<file path="src/rtl/rxd_pkg.sv">
package rxd_pkg;
   // Only the leading bits of a character take part in comma recognition.
   localparam int MATCH_BITS = 7;
   // Received order bit0..bit6 = 0,0,1,1,1,1,1 (bit 0 in the LSB).
   localparam logic [MATCH_BITS-1:0] COMMA_HEAD = 7'b1111100;
   // Character width the comma definition belongs to.
   localparam int COMMA_CHAR_W = 10;
endpackage

</file>
<file path="src/rtl/rxd_window.sv">
module rxd_window #(
   parameter int CHAR_W = 10
) (
   input  logic              clk,
   input  logic              rst_n,
   input  logic              ser,
   output logic [CHAR_W-1:0] win_next,
   output logic              comma_hit
);
   localparam int HIST_W = CHAR_W - 1;

   logic [HIST_W-1:0] hist_q;

   // Oldest bit in the LSB: win_next[0] is the first bit of the window.
   assign win_next  = {ser, hist_q};
   assign comma_hit = (win_next[rxd_pkg::MATCH_BITS-1:0] == rxd_pkg::COMMA_HEAD);

   always_ff @(posedge clk or negedge rst_n) begin
      if (!rst_n) hist_q <= '0;
      else        hist_q <= win_next[CHAR_W-1:1];
   end
endmodule

</file>
<file path="src/rtl/rxd_framer.sv">
module rxd_framer #(
   parameter int CHAR_W   = 10,
   parameter int CLK_LEAD = 3
) (
   input  logic clk,
   input  logic rst_n,
   input  logic sync_en,
   input  logic comma_hit,
   output logic boundary,
   output logic upper_half,
   output logic clk_p,
   output logic clk_n
);
   localparam int CW   = $clog2(CHAR_W);
   localparam int HALF = CHAR_W / 2;
   localparam logic [CW-1:0] LAST_V = CW'(CHAR_W - 1);
   localparam logic [CW-1:0] RISE_V = CW'(CLK_LEAD);
   localparam logic [CW-1:0] FALL_V = CW'(CLK_LEAD + HALF);
   localparam logic [CW-1:0] HALF_V = CW'(HALF);

   logic [CW-1:0] cnt_q, cnt_d;
   logic [CW-1:0] hold_q, hold_d;
   logic          at_last, in_hold, p_next;

   assign at_last = (cnt_q == LAST_V);
   assign in_hold = (hold_q != '0);

   // A misaligned comma freezes the counter for cnt_q+1 cycles in total, which
   // puts the next boundary exactly one character after the comma.
   always_comb begin
      cnt_d    = cnt_q;
      hold_d   = hold_q;
      boundary = 1'b0;
      if (in_hold) begin
         hold_d = hold_q - CW'(1);
      end else if (at_last) begin
         cnt_d    = '0;
         boundary = 1'b1;
      end else if (sync_en && comma_hit) begin
         hold_d = cnt_q;
      end else begin
         cnt_d = cnt_q + CW'(1);
      end
   end

   assign p_next     = (cnt_d >= RISE_V) && (cnt_d < FALL_V);
   assign upper_half = (cnt_d >= HALF_V);

   always_ff @(posedge clk or negedge rst_n) begin
      if (!rst_n) begin
         cnt_q  <= FALL_V;
         hold_q <= '0;
         clk_p  <= 1'b0;
         clk_n  <= 1'b1;
      end else begin
         cnt_q  <= cnt_d;
         hold_q <= hold_d;
         clk_p  <= p_next;
         clk_n  <= !p_next;
      end
   end
endmodule

</file>
<file path="src/rtl/rxd_ddr_out.sv">
module rxd_ddr_out #(
   parameter int CHAR_W = 10
) (
   input  logic                clk,
   input  logic                rst_n,
   input  logic                sync_en,
   input  logic                boundary,
   input  logic                upper_half,
   input  logic                comma_hit,
   input  logic [CHAR_W-1:0]   win_next,
   output logic [CHAR_W/2-1:0] half_o,
   output logic                sync_o
);
   localparam int HALF = CHAR_W / 2;

   logic [CHAR_W-1:0] char_q, char_d;

   assign char_d = boundary ? win_next : char_q;

   always_ff @(posedge clk or negedge rst_n) begin
      if (!rst_n) begin
         char_q <= '0;
         half_o <= '0;
         sync_o <= 1'b0;
      end else begin
         char_q <= char_d;
         half_o <= upper_half ? char_d[CHAR_W-1:HALF] : char_d[HALF-1:0];
         if (boundary) sync_o <= comma_hit && sync_en;
      end
   end
endmodule

</file>
<file path="src/rtl/rxd_comma_deser.sv">
module rxd_comma_deser #(
   parameter int CHANNELS = 2,
   parameter int CHAR_W   = 10,
   parameter int CLK_LEAD = 3
) (
   input  logic                           clk,
   input  logic                           rst_n,
   input  logic                           sync_en,
   input  logic [CHANNELS-1:0]            ser_in,
   output logic [CHANNELS*(CHAR_W/2)-1:0] rx_half,
   output logic [CHANNELS-1:0]            byte_clk_p,
   output logic [CHANNELS-1:0]            byte_clk_n,
   output logic [CHANNELS-1:0]            sync_flag
);
   localparam int HALF = CHAR_W / 2;

   if (CHAR_W != rxd_pkg::COMMA_CHAR_W) begin : g_bad_width
      $error("CHAR_W must match the comma character width");
   end
   if (CHANNELS < 1) begin : g_bad_channels
      $error("CHANNELS must be at least 1");
   end
   if (CLK_LEAD < 1 || CLK_LEAD >= HALF) begin : g_bad_lead
      $error("CLK_LEAD must lie strictly inside a half");
   end

   for (genvar g = 0; g < CHANNELS; g++) begin : g_ch
      logic [CHAR_W-1:0] win_next;
      logic              hit, bnd, upper;

      rxd_window #(.CHAR_W(CHAR_W)) u_win (
         .clk      (clk),
         .rst_n    (rst_n),
         .ser      (ser_in[g]),
         .win_next (win_next),
         .comma_hit(hit)
      );

      rxd_framer #(.CHAR_W(CHAR_W), .CLK_LEAD(CLK_LEAD)) u_frm (
         .clk       (clk),
         .rst_n     (rst_n),
         .sync_en   (sync_en),
         .comma_hit (hit),
         .boundary  (bnd),
         .upper_half(upper),
         .clk_p     (byte_clk_p[g]),
         .clk_n     (byte_clk_n[g])
      );

      rxd_ddr_out #(.CHAR_W(CHAR_W)) u_out (
         .clk       (clk),
         .rst_n     (rst_n),
         .sync_en   (sync_en),
         .boundary  (bnd),
         .upper_half(upper),
         .comma_hit (hit),
         .win_next  (win_next),
         .half_o    (rx_half[g*HALF +: HALF]),
         .sync_o    (sync_flag[g])
      );
   end
endmodule

</file>
<file path="config.mk">
export PLATFORM = sky130hd
export DESIGN_NAME = rxd_comma_deser
export DESIGN_NICKNAME = d
export VERILOG_FILES = /design/src/rtl/rxd_pkg.sv /design/src/rtl/rxd_window.sv /design/src/rtl/rxd_framer.sv /design/src/rtl/rxd_ddr_out.sv /design/src/rtl/rxd_comma_deser.sv
export SDC_FILE = /design/constraint.sdc
export NUM_CORES = 1
export LEC_CHECK = 0
export ABC_CLOCK_PERIOD_IN_PS = 3200
export BUFFER_PORTS_ARGS = -buffer_cell sky130_fd_sc_hd__buf_4
export CORE_MARGIN = 4
export CORE_UTILIZATION = 25
export CTS_BUF_LIST = sky130_fd_sc_hd__clkbuf_16
export DETAILED_ROUTE_END_ITERATION = 12
export GPL_ROUTABILITY_DRIVEN = 1
export PLACE_DENSITY_LB_ADDON = 0.08
export SLEW_MARGIN = 5
export SYNTH_ARGS = -nofsm -noshare
export SYNTH_HDL_FRONTEND = slang
export SYNTH_SLANG_ARGS = --single-unit
</file>
<file path="constraint.sdc">
create_clock -name clk -period 3.2 [get_ports clk]
set_input_delay 0.48 -clock clk [delete_from_list [all_inputs] [get_ports clk]]
set_output_delay 0.48 -clock clk [all_outputs]
set_load 0.05 [all_outputs]
</file>
==> impl_metrics.tcl <==
set metrics [dict create \
    synth.distinct_cells 45 \
    drive_above_1_share 0.296 \
    antenna_cells 0 \
    cap_violations 0 \
    hold_ws_ps 269 \
    rsz0062_at_grt "no" \
    layout.nets 256 \
    yosysTopAreaCellShare 0.557 \
    ys_seq_area_frac 0.593 \
    drt_iter0_drc 56 \
    avgRoutedWirePerCell_um 14.2 \
    power.leakage_nw 1.63 \
    cts_buffers 9 \
    report.final.slew_viol_count 0 \
    clock_latency_ps 330 \
    fin_setup_tns_ps 0 \
    io_pins 21 \
    rrSetupSlack_ps 680 \
    worstSetupStartpointType "register" \
    routed_wl_um 5530 \
    final.min_clock_period_ps 2520 \
    drc 0 \
    gp_congestion 0.739 \
    clkTransAtPathRegs_ps 60 \
    ys_seq_elements 70 \
    cts_buffer_depth 2 \
    grt_pass1_vias 1822 \
    initial_core_util 0.257 \
    ys_warn_count 0 \
    cts_tree "built" \
    tightest_slew_ps 910 \
    multi_input_area_um2 1110 \
    syn_avg_cell_area_um2 13.7 \
    min_to "g_ch[0].u_win.hist_q[8]" \
    grt_start_max_net_pins 71 \
    synth_most_common_cell "dfrtp_1" \
    vias 1680 \
    finalSetupViolCount 0 \
    grt_pass1_wl_um 9500 \
    antenna_found_initial 0 \
    relSlewSlack 0.393 \
    syn_area_um2 2960 \
    fin_cells 390 \
    htreeDepth 3 \
    fin_crit_sh 0.789 \
    drt_pass1_iterations 4 \
    synth_common_cells "66 x dfrtp_1, 18 x mux2_2, 14 x nor2_1, 10 x mux2_1, 9 x nand2_1" \
    yosys.area.top_type "dfrtp_1" \
    path_max_fanout 7 \
    critPathArrivalTime_ps 2730 \
    seq_area_um2 1760 \
    ctsResizeCount 0 \
    post-cts-setup-buffers 0 \
    status "complete, no violations" \
    critPathCaptureType "register" \
    min_from "ser_in[0]" \
    grt_use_total 0.0934 \
    hp-class "input port to register" \
    cts-root-buf "clkbuf_16" \
    synthArstFlopShare 1.00 \
    synth_area_leaders "dfrtp_1 56%, mux2_2 6.8%, mux2_1 3.8%, dfstp_2 3.5%, ha_1 3.4%" \
    coreArea_um2 11500 \
    rr_startpoint "g_ch[0].u_frm.hold_q[0]" \
    num_rows 39 \
    cp.required_ps 3410 \
    cts_sinks 70 \
    ant_nets 0 \
    hold_depth 1 \
    dominantRegCellSynth "dfrtp_1" \
    die_w_um 117 \
    synth_nets 230 \
    hold_violations 0 \
    vdd_ir_drop_max_mv 0.235 \
    max_freq_mhz 396 \
    powerDensity_nw_per_um2 966 \
    critical_path_class "register to register" \
    power.total_mw 3.41 \
    reg2reg_to "g_ch[0].u_out.half_o[0]" \
    globalRouteOverflowTotal 0 \
    die_area_um2 13700 \
    vias_per_cell 4.31 \
    dpl.hpwl_um 3700 \
    post-place-cells 375 \
    port-buffer-count 20 \
    worst_r2r_path_depth 7 \
    finalClockSkew_ps 4.59 \
    area_growth_pct 19.3 \
    die_y_um 117 \
    synthCells 217 \
    fillers 1176 \
    synth_edf_count 0 \
    postCtsHoldBufs 0 \
]
-- how the worst max path moves through the flow --
stage                                         end                    start  slack, ps  cells past startpoint
after floorplan           g_ch[0].u_out.half_o[0]  g_ch[0].u_frm.hold_q[0]        800                      8
after global placement    g_ch[1].u_out.half_o[0]  g_ch[1].u_frm.hold_q[0]        610                      7
after detailed placement  g_ch[0].u_out.half_o[4]  g_ch[0].u_frm.hold_q[0]        670                      7
after CTS                 g_ch[0].u_out.half_o[0]  g_ch[0].u_frm.hold_q[0]        650                      7
after global routing      g_ch[0].u_out.half_o[0]  g_ch[0].u_frm.hold_q[0]        460                      7
final                     g_ch[0].u_out.half_o[0]  g_ch[0].u_frm.hold_q[0]        680                      7
-- worst max-delay path, cell delays in order, from the launching register on --
cell	delay (ps)
dfrtp_1	420
inv_1	100
ha_1	210
or3b_1	520
a211oi_2	270
mux2i_1	420
a31oi_4	130
mux2_4	330
-- flip-flops by register name, indices dropped and copies added (netlist names) --
register / cells
g_ch.u_out.char_q: 20
g_ch.u_win.hist_q: 18
g_ch.u_out.half_o: 10
g_ch.u_frm.cnt_q: 8
g_ch.u_frm.hold_q: 8
g_ch.u_frm.clk_n: 2
g_ch.u_frm.clk_p: 2
g_ch.u_out.sync_o: 2
-- placed cells by master, fill, tap and decap left out, drive strengths merged, types with 2 or more instances in the layout --
master | synthesis | layout
nand2 | 9 | 9
nor3b | 2 | 2
buf | 9 | 24
nor3 | 6 | 6
a211oi | 5 | 5
dfstp | 4 | 4
ha | 8 | 8
a31oi | 5 | 5
nand2b | 3 | 3
o21ai | 5 | 5
o211ai | 4 | 4
nor2 | 14 | 14
nand3 | 2 | 2
o31ai | 4 | 4
nor2b | 2 | 2
dfrtp | 66 | 66
mux2i | 4 | 4
a21oi | 6 | 6
inv | 8 | 8
nand4 | 2 | 2
clkinv | 0 | 4
mux2 | 33 | 33
or3b | 2 | 2
xnor2 | 2 | 2
clkbuf | 0 | 9
nand4bb | 2 | 2
-- per-stage QoR --
step / setup WS [ps] / util / area [um2]
after floorplan: 796 / - / 2960
after global placement: 614 / 0.283 / 3260
after detailed placement: 674 / 0.283 / 3260
after CTS: 650 / 0.307 / 3530
after global routing: 464 / 0.307 / 3530
final: 676 / 0.307 / 3530
-- final cells by class --
type                    count  share of cell area
well taps                 143              0.0506
inverters                   8             0.00850
clock buffers               9              0.0637
repair buffers             24              0.0510
clock inverters             6              0.0152
multi-input cells         130               0.314
flip-flops and latches     70               0.497
-- routing by layer --
metal | up-vias | track usage | wire length (um)
met4 | 0 | 0.0528 | 147
met2 | 27 | 0.134 | 2530
li1 | 825 | - | -
met5 | - | 0 | 0
met1 | 818 | 0.125 | 2660
met3 | 10 | 0.0283 | 188
-- power breakdown --
part / internal, mW / switching, mW
Combinational: 0.456 / 0.649
Sequential: 1.16 / 0.203
Clock: 0.589 / 0.358
-- kinds of logic (layout without fill, tap and decap cells) --
logic type,after synthesis,in the layout,share of synthesized area
buffers and inverters,17,47,0.0325
adders and majority gates,8,8,0.0338
muxes,37,37,0.145
AOI/OAI and AO/OA,32,32,0.0845
and+or+nand+nor,50,50,0.102
xor gates and xnor gates,3,3,0.00887
DFF,70,70,0.593
Power figures use the tool's default switching activity.
